<file path="config.mk">
export PLATFORM = sky130hd
export DESIGN_NAME = dp_alu_unit
export DESIGN_NICKNAME = d
export VERILOG_FILES = /design/src/rtl/dpalu_pkg.sv /design/src/rtl/dpalu_decode.sv /design/src/rtl/dpalu_logic.sv /design/src/rtl/dpalu_arith.sv /design/src/rtl/dpalu_flag_next.sv /design/src/rtl/dp_alu_unit.sv
export SDC_FILE = /design/constraint.sdc
export NUM_CORES = 1
export LEC_CHECK = 0
export BUFFER_PORTS_ARGS = -buffer_cell sky130_fd_sc_hd__buf_2
export CELL_PAD_IN_SITES_DETAIL_PLACEMENT = 1
export CELL_PAD_IN_SITES_GLOBAL_PLACEMENT = 1
export CORE_MARGIN = 2
export CORE_UTILIZATION = 25
export DETAILED_ROUTE_END_ITERATION = 10
export GPL_TIMING_DRIVEN = 1
export MAX_ROUTING_LAYER = met4
export PLACE_DENSITY_LB_ADDON = 0.2
export SLEW_MARGIN = 10
export SYNTH_ARGS = -nofsm -noshare
export SYNTH_HDL_FRONTEND = slang
export SYNTH_SLANG_ARGS = --single-unit
</file>
<file path="constraint.sdc">
create_clock -name clk -period 9.3 [get_ports clk]
set_clock_uncertainty 0.05 [all_clocks]
set_input_delay 0.465 -clock clk [delete_from_list [all_inputs] [get_ports clk]]
set_output_delay 0.465 -clock clk [all_outputs]
set_load 0.02 [all_outputs]
</file>
<file path="src/rtl/dpalu_pkg.sv">
package dpalu_pkg;

  localparam logic [3:0] OPC_AND = 4'd0;
  localparam logic [3:0] OPC_EOR = 4'd1;
  localparam logic [3:0] OPC_SUB = 4'd2;
  localparam logic [3:0] OPC_RSB = 4'd3;
  localparam logic [3:0] OPC_ADD = 4'd4;
  localparam logic [3:0] OPC_CMP = 4'd10;
  localparam logic [3:0] OPC_CMN = 4'd11;
  localparam logic [3:0] OPC_ORR = 4'd12;
  localparam logic [3:0] OPC_MOV = 4'd13;
  localparam logic [3:0] OPC_BIC = 4'd14;
  localparam logic [3:0] OPC_MVN = 4'd15;

  typedef struct packed {
    logic n;
    logic z;
    logic c;
    logic v;
  } nzcv_t;

  typedef struct packed {
    logic       writes_rd;
    logic       test_only;
    logic       is_logic;
    logic       arith_sub;
    logic       arith_swap;
    logic       set_flags;
    logic [3:0] opc;
  } op_dec_t;

endpackage

</file>
<file path="src/rtl/dpalu_decode.sv">
module dpalu_decode
  import dpalu_pkg::*;
(
  input  logic [4:0] op_code,
  output op_dec_t    dec
);

  always_comb begin
    dec = '0;
    dec.opc = op_code[4:1];
    case (op_code[4:1])
      OPC_AND, OPC_EOR, OPC_ORR, OPC_MOV, OPC_BIC, OPC_MVN: begin
        dec.writes_rd = 1'b1;
        dec.is_logic  = 1'b1;
      end
      OPC_SUB: begin
        dec.writes_rd = 1'b1;
        dec.arith_sub = 1'b1;
      end
      OPC_RSB: begin
        dec.writes_rd  = 1'b1;
        dec.arith_sub  = 1'b1;
        dec.arith_swap = 1'b1;
      end
      OPC_ADD: begin
        dec.writes_rd = 1'b1;
      end
      OPC_CMP: begin
        dec.test_only = op_code[0];
        dec.arith_sub = 1'b1;
      end
      OPC_CMN: begin
        dec.test_only = op_code[0];
      end
      default: ;
    endcase
    dec.set_flags = op_code[0] & (dec.writes_rd | dec.test_only);
  end

endmodule

</file>
<file path="src/rtl/dpalu_logic.sv">
module dpalu_logic
  import dpalu_pkg::*;
#(
  parameter int DATA_W = 32
) (
  input  logic [3:0]        opc,
  input  logic [DATA_W-1:0] a,
  input  logic [DATA_W-1:0] b,
  output logic [DATA_W-1:0] y
);

  always_comb begin
    case (opc)
      OPC_AND: y = a & b;
      OPC_EOR: y = a ^ b;
      OPC_ORR: y = a | b;
      OPC_MOV: y = b;
      OPC_BIC: y = a & ~b;
      OPC_MVN: y = ~b;
      default: y = '0;
    endcase
  end

endmodule

</file>
<file path="src/rtl/dpalu_arith.sv">
module dpalu_arith #(
  parameter int DATA_W = 32
) (
  input  logic [DATA_W-1:0] a,
  input  logic [DATA_W-1:0] b,
  input  logic              sub,
  input  logic              swap,
  output logic [DATA_W-1:0] sum,
  output logic              carry,
  output logic              ovf
);

  localparam int MSB = DATA_W - 1;

  logic [DATA_W-1:0] op1, op2, op2_eff;
  logic [DATA_W:0]   wide;

  always_comb begin
    op1     = swap ? b : a;
    op2     = swap ? a : b;
    op2_eff = sub ? ~op2 : op2;
    // subtraction as op1 + ~op2 + 1: carry-out high means no borrow
    wide    = {1'b0, op1} + {1'b0, op2_eff} + {{DATA_W{1'b0}}, sub};
    sum     = wide[MSB:0];
    carry   = wide[DATA_W];
    if (sub) ovf = ((op1 ^ op2) & (sum ^ op1)) >> MSB != '0;
    else     ovf = (~(op1 ^ op2) & (sum ^ op1)) >> MSB != '0;
  end

endmodule

</file>
<file path="src/rtl/dpalu_flag_next.sv">
module dpalu_flag_next
  import dpalu_pkg::*;
#(
  parameter int DATA_W = 32
) (
  input  logic              is_logic,
  input  logic [DATA_W-1:0] res,
  input  logic              arith_c,
  input  logic              arith_v,
  input  logic              sh_carry,
  input  nzcv_t             cur,
  output nzcv_t             nxt
);

  always_comb begin
    nxt.n = res[DATA_W-1];
    nxt.z = (res == '0);
    nxt.c = is_logic ? sh_carry : arith_c;
    nxt.v = is_logic ? cur.v : arith_v;
  end

endmodule

</file>
<file path="src/rtl/dp_alu_unit.sv">
module dp_alu_unit
  import dpalu_pkg::*;
#(
  parameter int DATA_W    = 32,
  parameter int REG_IDX_W = 4,
  parameter int PC_REG    = 15
) (
  input  logic                 clk,
  input  logic                 rst,
  input  logic                 in_valid,
  input  logic [4:0]           op_code,
  input  logic [DATA_W-1:0]    rn_val,
  input  logic [DATA_W-1:0]    sh_val,
  input  logic                 sh_carry,
  input  logic [REG_IDX_W-1:0] rd_idx,
  output logic                 out_valid,
  output logic [DATA_W-1:0]    result,
  output logic                 rd_we,
  output logic                 restore_req,
  output logic                 flag_n,
  output logic                 flag_z,
  output logic                 flag_c,
  output logic                 flag_v
);

  localparam logic [REG_IDX_W-1:0] PC_IDX = REG_IDX_W'(PC_REG);

  op_dec_t           dec;
  logic [DATA_W-1:0] logic_y, arith_y, res_mux;
  logic              arith_c, arith_v;
  nzcv_t             flags_q, flags_nxt;
  logic              want_restore, flag_upd;

  dpalu_decode u_dec (
    .op_code (op_code),
    .dec     (dec)
  );

  dpalu_logic #(.DATA_W(DATA_W)) u_logic (
    .opc (dec.opc),
    .a   (rn_val),
    .b   (sh_val),
    .y   (logic_y)
  );

  dpalu_arith #(.DATA_W(DATA_W)) u_arith (
    .a     (rn_val),
    .b     (sh_val),
    .sub   (dec.arith_sub),
    .swap  (dec.arith_swap),
    .sum   (arith_y),
    .carry (arith_c),
    .ovf   (arith_v)
  );

  assign res_mux = dec.is_logic ? logic_y : arith_y;

  dpalu_flag_next #(.DATA_W(DATA_W)) u_fnext (
    .is_logic (dec.is_logic),
    .res      (res_mux),
    .arith_c  (arith_c),
    .arith_v  (arith_v),
    .sh_carry (sh_carry),
    .cur      (flags_q),
    .nxt      (flags_nxt)
  );

  // a flag-setting write to the program counter hands status back to the core
  assign want_restore = dec.set_flags & dec.writes_rd & (rd_idx == PC_IDX);
  assign flag_upd     = dec.set_flags & ~want_restore;

  always_ff @(posedge clk) begin
    if (rst) begin
      out_valid   <= 1'b0;
      rd_we       <= 1'b0;
      restore_req <= 1'b0;
      result      <= '0;
      flags_q     <= '0;
    end else begin
      out_valid   <= in_valid;
      rd_we       <= in_valid & dec.writes_rd;
      restore_req <= in_valid & want_restore;
      if (in_valid) result <= res_mux;
      if (in_valid && flag_upd) flags_q <= flags_nxt;
    end
  end

  assign flag_n = flags_q.n;
  assign flag_z = flags_q.z;
  assign flag_c = flags_q.c;
  assign flag_v = flags_q.v;

endmodule

</file>
==> results.md, run 1 <==
Floorplan:
- The total die area is 28530 µm².
- The initial utilization of the core area, before any placement, comes to 25.37%.
- The initialized floorplan defines 60 standard-cell rows.
- The die is 168.9 µm wide.
- The region available for standard cell placement spans 26800 µm².
- The I/O pin count is 116.
- The die is 168.9 µm tall.

Cells and area:
- The final core area utilization is between 20 and 30%.
- Leaving out fill and tap cells, the most frequent cell in the layout is nand2_1.
- The repair_antennas step left the layout with diodes totalling 0.
- The post-route netlist has 16.57% of its cells at a drive strength greater than 1.
- The count of non-filler cells in the finished layout is 1391.
- From synthesis to final layout, the design area changed by 14.70%.
- For this run, the post-layout net count is 1190.
- In the layout the commonest cells are 120 x nand2_1, 115 x buf_2, 97 x o21ai_0, 77 x inv_1, 77 x nor2_1.

Placed design:
- The weighted congestion reported at the end of routability-driven placement is 0.8801.
- In this run, placement finished with an instance count of 1383.
- The number of port buffers is roughly 120.
- The detailed placement HPWL is 22.86 mm.

STA:
- The top achievable clock speed is 175.1 MHz.
- The final worst-path cycle share is 61.40%.
- Subtracting the final worst setup slack from the clock period gives roughly 5.7 ns.
- The count of final hold-check violations is 0.
- Setup repair after global routing left no endpoint under its margin.
- Headroom to the max-slew limit came out at 19.22%.
- The setup violation total in the final timing report is 0.
- For the final routed database, the setup TNS stands at 0 ns.
- The worst-margin pin slew is 1.205 ns.
- The final count of pins violating max slew is 0.

Logic synthesis:
- A synthesized cell averages 6.889 µm².
- The portion of the post-synthesis area used by sequential elements is 11.48%.
- For this run, the leading register cell type out of synthesis is dfxtp_1.
- The flip-flop and latch count after synthesis is 39.
- For this run, the number of Yosys warnings is 0.
- After synthesis, the cell types taking the most area are ha_1 12%, dfxtp_1 11%, o21ai_0 7.1%, nand2_1 6.6%, a21oi_1 5.5%.
- The synthesized design devotes to its leading area cell type 11.59% of total area.
- Synthesis instantiated 83 different standard cells from the library.
- The number of enable flip-flop cells after synthesis is 0.
- The cell count after synthesis came out at 987.
- Synthesis produced a netlist with a net count of approximately 1100.
- The biggest area contributor in the post-synthesis netlist is ha_1.
- For this run, asynchronously set or reset flops after synthesis account for 0%.
- The post-synthesis instance area is 6799 µm².

Clocking:
- The post-CTS setup buffer count is 0.
- The later pin in the worst-skew pair is clocked with a latency of 0.27 ns.
- TritonCTS built the clock tree.
- The clock-pin slew on the worst setup and hold paths is 0.06 ns.
- The clock passes through at most 2 buffers.
- Counting every sink on the clock net gives 39.
- In this run, CTS created clock tree buffers numbering 5.
- In this run the number of H-tree levels came out at 2.
- Gates resized during post-CTS repair numbered 0.
- In this run, post-CTS hold repair placed 0 buffers.
- The tree is rooted in a clkbuf_16.

Power:
- For this design the total switching power over the nets is between 400 and 500 µW.
- The leakage component of the power is approximately 0.0034 µW.
- Registers are responsible for 20.5% of the overall power.
- Combinational cells account for 58.0% of the total power.
- Of the total power, the share spent switching nets is 45.58%.
- The portion of total power attributed to the clock network is 21.5%.
- Internal power comes to 510.4 µW.
- The post-route total power is 937.9 µW.
- The maximum vdd ir drop is a little under 0.1 mV.
- The ratio of total power to cell area is 120.3 nW/µm².

Setup path:
- Together, buffers and inverters on the worst path number 3.
- The launch instance of the worst register-to-register path is flag_c.
- The timing endpoint of the critical path is flag_z.
- The worst setup path is captured at a register.
- The register-to-register setup slack is roughly 8.4 ns.
- Among all stages on the critical path, the largest delay is contributed by a221oi_1.
- In this design, the stage delay of the slowest critical-path cell is 0.59 ns.
- The critical path crosses 16 cells after its start point.
- The startpoint-to-endpoint class of the critical path is in2reg.
- STA puts the critical path data required time at 9.47 ns.
- Measured in cells, the most critical reg-to-reg path has a length of 2.
- The launch point of the critical path is op_code[2].
- The signal arrival time at the worst endpoint is just under 6 ns.
- The critical register-to-register path endpoint is flag_c.
- STA classifies the critical path startpoint as an input port.
- Of all nets on the critical path, the largest fanout is 54.
- Walking the worst path, the cells encountered are buf_2 -> buf_4 -> nand4bb_4 -> buf_4 -> o21ai_0 -> fa_1 -> a211oi_1 -> o21ai_0 -> a211oi_2 -> o211ai_2 -> mux2i_1 -> a221oi_1 -> and4bb_2 -> nand4_1 -> nor4_1 -> a21o_1.
- The cell family contributing the most delay on the critical path is compound AO/OA/AOI/OAI gates.

Drt:
- The wire length after detailed routing is 29.49 mm.
- Once detail routing completed, the nets flagged for antenna violations numbered 0.
- The routed wire length per instance is 21.20 µm.
- The total vias in the final route is 7788.
- The first routing iteration left 536 violations.
- In the routed design, unresolved DRC markers number 0.
- The first detailed-routing pass ran for 5 iterations.
- The via density per instance is between 5 and 6.

Flow run:
- Max-cap violations in this run came to 0.

Global routing:
- The via count of the first global-routing pass is about 7600.
- The global-route usage over all layers is between 20% and 30%.
- The number of antenna violations at the first check in global routing came to 0.
- The first-pass GRT wire length is 45.13 mm.
- The maximum number of pins on one net before global-route repair is slightly below 60.
- The total overflow left after global routing is 0.

Hold path:
- The worst hold path belongs to the class in2reg.

Status:
- The run finished with clean final reports.
-- cells by family after synthesis --
kind of cell	count (synthesis)	synth area share (%)
AOI/OAI and AO/OA	356	36.88
xor gates and xnor gates	28	3.717
adders and majority gates	64	11.89
buffers and inverters	152	9.183
DFF	39	11.48
muxes	27	4.012
and+or+nand+nor	321	22.84
-- cell usage after synthesis (all sizes together), types with 6 or more instances --
cell type and number:
o221ai 29, nand2b 6, nand2 121, o2bb2ai 7, ha 63, o21ai 99, nor3 25, mux2i 25
o32ai 6, dfxtp 39, and3 11, a21oi 77, o211ai 11, nand3 13, a221oi 11, nand4 16
buf 32, a22oi 8, xor2 6, nor2 78, a31oi 7, a211oi 38, or3 7, a22o 6
inv 77, a21o 8, clkbuf 43, o21a 6, xnor2 22, a221o 6
-- worst min-delay path by stage --
stage	start	to	slack [ns]	cells after the start
3_3_place_gp	result[23]	result[23]	0.42	2
6_report	rd_idx[3]	restore_req	0.40	3
3_5_place_dp	result[7]	result[7]	0.43	2
2_1_floorplan	result[11]	result[11]	0.50	2
4_1_cts	rd_idx[3]	restore_req	0.39	3
5_1_grt	rd_idx[3]	restore_req	0.41	3
-- flip-flops by register name (all words and copies together) (netlist names) --
signal,count
flag_c,1
flag_n,1
flag_v,1
flag_z,1
out_valid,1
rd_we,1
restore_req,1
result,32
-- power by group through the flow --
stage	clock [µW]	sequential, µW	combinational, µW
detailed placement	0	196	539
floorplan	0	217	342
finish	201	192	544
global route	214	195	593
CTS	207	193	541
global placement	0	196	535
-- worst register-to-register path, stage by stage, from the launching register on --
cell       delay (ns)
dfxtp_1          0.33
nor2_1           0.05
a2111oi_0        0.33
-- layer usage --
layer / share of wire, % / wire (µm) / GRT usage (%)
met1: 50 / 14810 / 29.64
met2: 45 / 13370 / 33.11
met3: 3.2 / 957 / 0.7482
met4: 1.2 / 356 / 4.010
met5: 0 / 0 / -
-- layout make-up --
cell class | count | area, µm²
clock buffers | 6 | 138.9
clock inverters | 2 | 38.79
fillers | 3363 | 19000
inverters | 77 | 289.0
multi-input cells | 796 | 5436
flip-flops and latches | 39 | 780.7
well taps | 341 | 426.7
repair buffers | 130 | 688.2
-- through the flow --
stage	area (µm²)	setup WS, ns	hold WS [ns]
finish	7799	3.589	0.3978
global route	7799	3.027	0.4148
CTS	7799	3.553	0.3927
detailed placement	7621	3.253	0.4269
global placement	7621	3.460	0.4150
floorplan	6799	4.397	0.4978
Note: power is estimated with default switching activity, not from simulation.
==> run 2: changes to the inputs <==
- clock period: 9.3 -> 5.85 ns (I/O delays scaled with it)
==> run 2 against run 1 <==
Die area is the same. Total power grew 54%. Sequential power grew 60%. Non-clock buffer count grew 10. Count of clock-buffer cells in the layout grew 1. Critical path type unchanged. Design area grew 0.45%. Highest routed layer unchanged. Combinational power grew 61%. Register-to-register slack lost 3.5 ns. Worst setup slack lost 2.3 ns. Via count grew 0.78%. Worst hold slack lost 0.18 ns.
==> results.md, run 2 (synthesized netlist as in run 1, its figures left out) <==
Status:
- Result of the run: complete, no violations (unchanged).

Cells and area:
- The count of non-filler cells in the finished layout is 1401 (was 1391).
- The flip-flop count of the largest register after layout came to 32 (unchanged).
- The area added between synthesis and finish was 15.22% (was 14.70%).
- The count of inserted antenna diode cells is 0 (unchanged).
- The number of nets in the finished design was 1200 (was 1190).
- The most flop-heavy register is result (unchanged).
- The combined area of the multi-input logic cells was 5436 µm² (unchanged).
- The fraction of layout instances using a drive strength above 1 is 17.17% (was 16.57%).
- The leading cell type in the layout, fill and taps excluded is nand2_1 (unchanged).
- The register area is 780.7 µm² (unchanged).
- The count of fill cells added during filler insertion is 3333 (was 3363).
- Commonest non-fill, non-tap cells in the layout: 120 x nand2_1, 115 x buf_2, 97 x o21ai_0, 77 x inv_1, 77 x nor2_1 (unchanged).

Clocking:
- The source-to-sink clock delay at the later pin of the worst-skew pair is 0.28 ns (was 0.27 ns).
- The deepest clock path buffer count is 2 (unchanged).
- The number of hold buffers added after CTS is 0 (unchanged).
- The CTS tree is done (unchanged).
- The clock-pin slew on the worst setup and hold paths is 0.06 ns (about the same).
- The root cell of the clock tree is clkbuf_16 (unchanged).
- The post-cts gate resize count is 0 (unchanged).
- The post-CTS setup buffer count is 0 (unchanged).
- The clock buffer count from CTS came to 5 (unchanged).
- The maximum level of the CTS H-tree is 2 (unchanged).
- The number of sinks handled by clock tree synthesis was 39 (unchanged).

Flow run:
- The number of maximum-capacitance violations is 0 (unchanged).

STA:
- Unrepaired setup endpoints after global routing: false (unchanged).
- The relative slew slack is 39.47% (was 19.22%).
- The final critical path takes up 78.03% of the cycle.
- The count of final hold-check violations is 0 (unchanged).
- The setup violation total in the final timing report is 0 (unchanged).
- The final count of pins violating max slew is 0 (unchanged).
- The final setup TNS is 0 ns (unchanged).
- The top achievable clock speed is about 220 MHz.
- The worst-margin pin slew came to 0.8965 ns (was 1.205 ns).
- The worst path needs approximately 4.6 ns of the cycle, external delays included.

Power:
- The cell-internal power is 760.9 µW (was 510.4 µW).
- The maximum vdd ir drop is 0.1076 mV (was 0.09828 mV).
- The portion of total power attributed to sequential cells came to 21.3% (was 20.5%).
- The net switching power came to 682.3 µW (was 427.5 µW).
- The fraction of power spent switching nets was 47.28% (was 45.58%).
- The portion of total power attributed to the clock network is 17.9% (was 21.5%).
- The combinational share of power came to 60.9% (was 58.0%).
- The ratio of total power to cell area was 184.2 nW/µm² (was 120.3 nW/µm²).
- The leakage component of the power is 0.003447 µW (was 0.003419 µW).

Drt:
- The via density per instance is 5.602 (was 5.599).
- The count of TritonRoute iterations in the first routing pass was 5 (unchanged).
- The violation count after the first detailed-routing iteration is 471 (was 536).
- The wire length after detailed routing is 30.51 mm (was 29.49 mm).
- The total vias in the final route was 7849 (was 7788).
- The routed wire length per instance was 21.78 µm (was 21.20 µm).
- The DRC violation count after routing is 0 (unchanged).
- The remaining number of nets flagged by the antenna check after routing is 0 (unchanged).

Placed design:
- The cell count after placement is 1393 (was 1383).
- The number of port buffers came to 115 (unchanged).
- The weighted congestion reported at the end of routability-driven placement came to 0.9183 (was 0.8801).
- The detailed placement HPWL is 24.27 mm (was 22.86 mm).

Setup path:
- The endpoint type of the worst setup path is a register (unchanged).
- The data required time of the worst path is 6.03 ns (was 9.47 ns).
- The register-to-register setup slack is 4.94 ns (was 8.42 ns).
- The startpoint-to-endpoint class of the critical path is in2reg (unchanged).
- The maximum fanout count along the critical path was 47 (was 54).
- The signal arrival time at the worst endpoint was 4.74 ns (was 5.88 ns).
- The kind of start point of the critical path is an input port (unchanged).

Floorplan:
- The initial cell density of the core came to 25.37% (unchanged).
- The number of rows in the core area is 60 (unchanged).
- The die extent in y is 168.9 µm (unchanged).
- The die width came to 168.9 µm (unchanged).
- The total die area is 28530 µm² (unchanged).
- The I/O pin count is 116 (unchanged).
- The core box area is 26800 µm² (unchanged).

Global routing:
- The via count of the first global-routing pass is 7762 (was 7571).
- The global-route usage over all layers came to 21.63% (was 20.84%).
- The overflow left after global routing is 0 (unchanged).
- The maximum number of pins on one net before global-route repair is 58 (unchanged).
- The first-pass GRT wire length is 46.76 mm (was 45.13 mm).
- The number of antenna violations at the first check in global routing is 0 (unchanged).

Hold path:
- The class of the tightest hold or removal check is in2reg (unchanged).
run 2: cell count changes in the layout (fill, tap and decap cells not counted), sizes merged:
cell / previous run / this run
inv: 78 / 77
bufinv: 1 / 0
clkinv: 0 / 1
buf: 130 / 140
clkbuf: 6 / 7
run 2: power groups by stage:
stage / Combinational [µW] / Clock [µW] / Sequential (µW)
final: 878 / 258 / 307
after global routing: 960 / 278 / 310
after CTS: 872 / 266 / 307
after detailed placement: 868 / 0 / 313
after global placement: 860 / 0 / 313
after floorplan: 543 / 0 / 344
run 2: worst paths after layout:
path | start | end | cells after the start
setup / recovery | op_code[4] | flag_z | 15
hold / removal | rd_idx[3] | restore_req | 3
setup reg to reg | flag_c | flag_c | 2
hold reg to reg | result[11] | result[11] | 2
run 2: worst max-delay path: stages:
cell and delay [ns]:
buf_2 0.34, nand4bb_4 0.34, buf_4 0.41, o221ai_1 0.17, ha_1 0.41, o211ai_1 0.15
o21ai_0 0.63, a22oi_1 0.24, mux2i_1 0.19, a2111oi_2 0.50, nand4_1 0.16, nor4_1 0.40
nand4_1 0.14, nor4_1 0.19, a21o_1 0.15
run 2: area by class of cell:
| type | instances | share of cell area (%) |
|---|---|---|
| multi-input cells | 796 | 69.40 |
| flip-flops and latches | 39 | 9.966 |
| repair buffers | 140 | 9.743 |
| well taps | 341 | 5.446 |
| inverters | 77 | 3.690 |
| clock buffers | 7 | 1.693 |
| clock inverters | 1 | 0.06389 |
run 2: metrics by stage:
stage | instance area [µm²] | worst slack, ns | util [%] | hold slack [ns] | total power, µW
final | 7834 | 1.286 | 29.23 | 0.2182 | 1443
after detailed placement | 7696 | 1.035 | 28.72 | 0.4208 | 1180
after floorplan | 6799 | 1.119 | - | 0.3376 | 887.6
after global routing | 7834 | 0.8457 | 29.23 | 0.2390 | 1549
after global placement | 7696 | 1.144 | 28.72 | 0.4106 | 1173
after CTS | 7834 | 1.305 | 29.23 | 0.2138 | 1446
run 2: routing by layer:
metal	wire length [µm]	track usage (%)
met5	0	-
met2	13760	34.39
met1	15120	30.38
met4	497	4.873
met3	1133	0.9352
==> run 3: changes to the inputs <==
- clock period: 5.85 -> 4.7 ns (I/O delays scaled with it)
==> run 3 against run 2 <==
Combinational power is 28% higher. Register-to-register slack worse by 1.2 ns. Clock power grew 70%. Wire length up 0.21%. Critical path depth unchanged. First-iteration DRC count decreased by 11%. Worst setup slack got worse by 0.74 ns. Critical path type unchanged. Largest power group unchanged.
==> results.md, run 3 (synthesized netlist as in run 1, its figures left out) <==
Cells and area:
- Commonest non-fill, non-tap cells in the layout: 120 x nand2_1, 115 x buf_2, 97 x o21ai_0, 77 x inv_1, 77 x nor2_1 (unchanged).
- The number of nets in the finished design came to 1214 (was 1200).
- The count of inserted antenna diode cells came to 0 (unchanged).
- The most flop-heavy register is result (unchanged).
- The count of fill cells added during filler insertion was 3348 (was 3333).
- The combined area of the multi-input logic cells was 5436 µm² (unchanged).
- The fraction of layout instances using a drive strength above 1 is 18.34% (was 17.17%).
- The register area is 780.7 µm² (unchanged).
- The flip-flop count of the largest register after layout is 32 (unchanged).
- The leading cell type in the layout, fill and taps excluded is nand2_1 (unchanged).
- The area added between synthesis and finish came to 17.89% (was 15.22%).

Setup path:
- The launch instance of the worst register-to-register path is flag_c (unchanged).
- The cell count of the worst reg-to-reg path is 2 (unchanged).
- The endpoint type of the worst setup path is a register (unchanged).
- The maximum fanout count along the critical path is 55 (was 47).
- The data required time of the worst path came to 4.88 ns (was 6.03 ns).
- Worst-path cell chain: buf_2 -> nand4bb_4 -> buf_12 -> o221ai_1 -> fa_1 -> a211oi_1 -> o211ai_1 -> and3_1 -> nor3_1 -> xnor2_1 -> a221oi_1 -> and4bb_2 -> nand4_1 -> nor4_1 -> a21o_1 (was buf_2 -> nand4bb_4 -> buf_4 -> o221ai_1 -> ha_1 -> o211ai_1 -> o21ai_0 -> a22oi_1 -> mux2i_1 -> a2111oi_2 -> nand4_1 -> nor4_1 -> nand4_1 -> nor4_1 -> a21o_1).
- The signal arrival time at the worst endpoint is 4.34 ns (was 4.74 ns).
- The register-to-register setup slack is 3.74 ns (was 4.94 ns).
- The kind of start point of the critical path is an input port (unchanged).
- The largest incremental delay on the critical path came to 0.65 ns (was 0.63 ns).
- The startpoint-to-endpoint class of the critical path is in2reg (unchanged).
- The slowest library cell on the worst path was a221oi_1 (was o21ai_0).
- The critical register-to-register path endpoint is flag_c (unchanged).

Global routing:
- The global-route usage over all layers is 21.88% (was 21.63%).
- The overflow left after global routing is 0 (unchanged).
- The met3 track demand over resource in global routing is 1.707% (was 0.9352%).
- The first-pass GRT wire length is 46.87 mm (was 46.76 mm).
- The via count of the first global-routing pass is 7845 (was 7762).
- The global routing's busiest layer is met2 (unchanged).
- The number of antenna violations at the first check in global routing is 0 (unchanged).
- The routing usage on met2 is 34.21% (was 34.39%).
- The maximum number of pins on one net before global-route repair is 57 (was 58).
- The fraction of met1 tracks used by global routing was 30.32% (was 30.38%).

Placed design:
- The detailed placement HPWL is 24.57 mm (was 24.27 mm).
- The worst slack at placement was 0.2752 ns (was 1.035 ns).
- The weighted congestion reported at the end of routability-driven placement is 0.9185 (was 0.9183).
- The number of port buffers is 115 (unchanged).

Hold path:
- The worst hold path startpoint is rd_idx[3] (unchanged).
- The end point of the worst hold path is restore_req (unchanged).
- The hold path depth is 3 (unchanged).
- The class of the tightest hold or removal check is in2reg (unchanged).

Flow run:
- The number of maximum-capacitance violations was 0 (unchanged).

STA:
- The shortest period the worst path allows is 4.158 ns.
- The setup violation total in the final timing report is 0 (unchanged).
- The final count of pins violating max slew is 0 (unchanged).
- The final worst-path cycle share is 88.46%.
- The top achievable clock speed is about 240 MHz.
- The count of final hold-check violations was 0 (unchanged).
- The worst-margin pin slew is 0.9568 ns (was 0.8965 ns).
- The relative slew slack is 35.86% (was 39.47%).
- The final setup TNS is 0 ns (unchanged).
- Unrepaired setup endpoints after global routing: false (unchanged).
- The final worst slack is 0.5424 ns (was 1.286 ns).

Clocking:
- The maximum level of the CTS H-tree was 2 (unchanged).
- The clock-pin slew on the worst setup and hold paths is 0.06 ns (about the same).
- The number of sinks handled by clock tree synthesis is 39 (unchanged).
- The deepest clock path buffer count came to 2 (unchanged).
- The source-to-sink clock delay at the later pin of the worst-skew pair is 0.28 ns (about the same).
- The root cell of the clock tree was clkbuf_16 (unchanged).
- The post-cts gate resize count was 0 (unchanged).
- The clock buffer count from CTS came to 5 (unchanged).
- The CTS tree is done (unchanged).
- The number of hold buffers added after CTS is 0 (unchanged).
- The post-CTS setup buffer count is 0 (unchanged).

Floorplan:
- The die extent in y is 168.9 µm (unchanged).
- The number of rows in the core area is 60 (unchanged).
- The core box area came to 26800 µm² (unchanged).
- The total die area is 28530 µm² (unchanged).
- The I/O pin count came to 116 (unchanged).
- The die width is 168.9 µm (unchanged).
- The initial cell density of the core is 25.37% (unchanged).

Drt:
- The total vias in the final route was 7925 (was 7849).
- The wire length after detailed routing is 30.58 mm (was 30.51 mm).
- The routed wire length per instance is 21.61 µm (was 21.78 µm).
- The via density per instance came to 5.601 (was 5.602).
- The count of TritonRoute iterations in the first routing pass is 6 (was 5).
- The DRC violation count after routing was 0 (unchanged).
- The violation count after the first detailed-routing iteration came to 418 (was 471).
- The remaining number of nets flagged by the antenna check after routing is 0 (unchanged).

Power:
- The leakage component of the power is 0.003547 µW (was 0.003447 µW).
- The ratio of total power to cell area is 242.2 nW/µm² (was 184.2 nW/µm²).
- The maximum vdd ir drop is 0.1226 mV (was 0.1076 mV).

Status:
- Result of the run: complete, no violations (unchanged).
==> run 3: worst max-delay path: cells and delay by family <==
kind	cells	cell delay (ns)
adder cells (fa/ha/maj)	1	0.47
XOR/XNOR	1	0.11
AO/OA/AOI/OAI	5	1.54
AND/OR/NAND/NOR	6	1.50
buffers and inverters	2	0.47
==> run 3: worst max-delay path by stage <==
stage | endpoint | cells after the start | startpoint
6_report | flag_z | 15 | op_code[3]
5_1_grt | flag_z | 17 | op_code[2]
4_1_cts | flag_z | 15 | op_code[1]
3_5_place_dp | flag_z | 15 | op_code[1]
3_3_place_gp | flag_z | 15 | op_code[1]
2_1_floorplan | flag_z | 20 | op_code[2]
==> run 3: power breakdown <==
group / total (µW) / leakage (µW) / switching [µW] / internal [µW]
combinational: 1120 / 0.00313 / 714 / 408
sequential: 381 / 0.000322 / 16.4 / 365
clock: 439 / 0.0000911 / 135 / 304
==> run 3: stage by stage <==
step / hold slack (ns) / power, µW / utilization [%] / cells / instance area (µm²)
3_3_place_gp: 0.4066 / 1493 / 29.20 / 1407 / 7826
5_1_grt: 0.1905 / 2079 / 29.91 / 1415 / 8015
2_1_floorplan: 0.2801 / 1105 / - / 987 / 6799
4_1_cts: 0.1602 / 1949 / 29.91 / 1415 / 8015
6_report: 0.1600 / 1942 / 29.91 / 1415 / 8015
3_5_place_dp: 0.4230 / 1498 / 29.20 / 1407 / 7826
==> run 3: area by class of cell <==
type	instances	share of cell area, %
flip-flops and latches	39	9.741
well taps	341	5.323
inverters	77	3.606
multi-input cells	796	67.83
repair buffers	154	11.15
clock inverters	2	0.7493
clock buffers	6	1.608
==> run 3: routing by layer <==
layer / vias up / share of wire (%)
met5: - / 0
met4: 0 / 1.9
met3: 29 / 3.8
met2: 168 / 45
met1: 3884 / 50
li1: 3844 / -
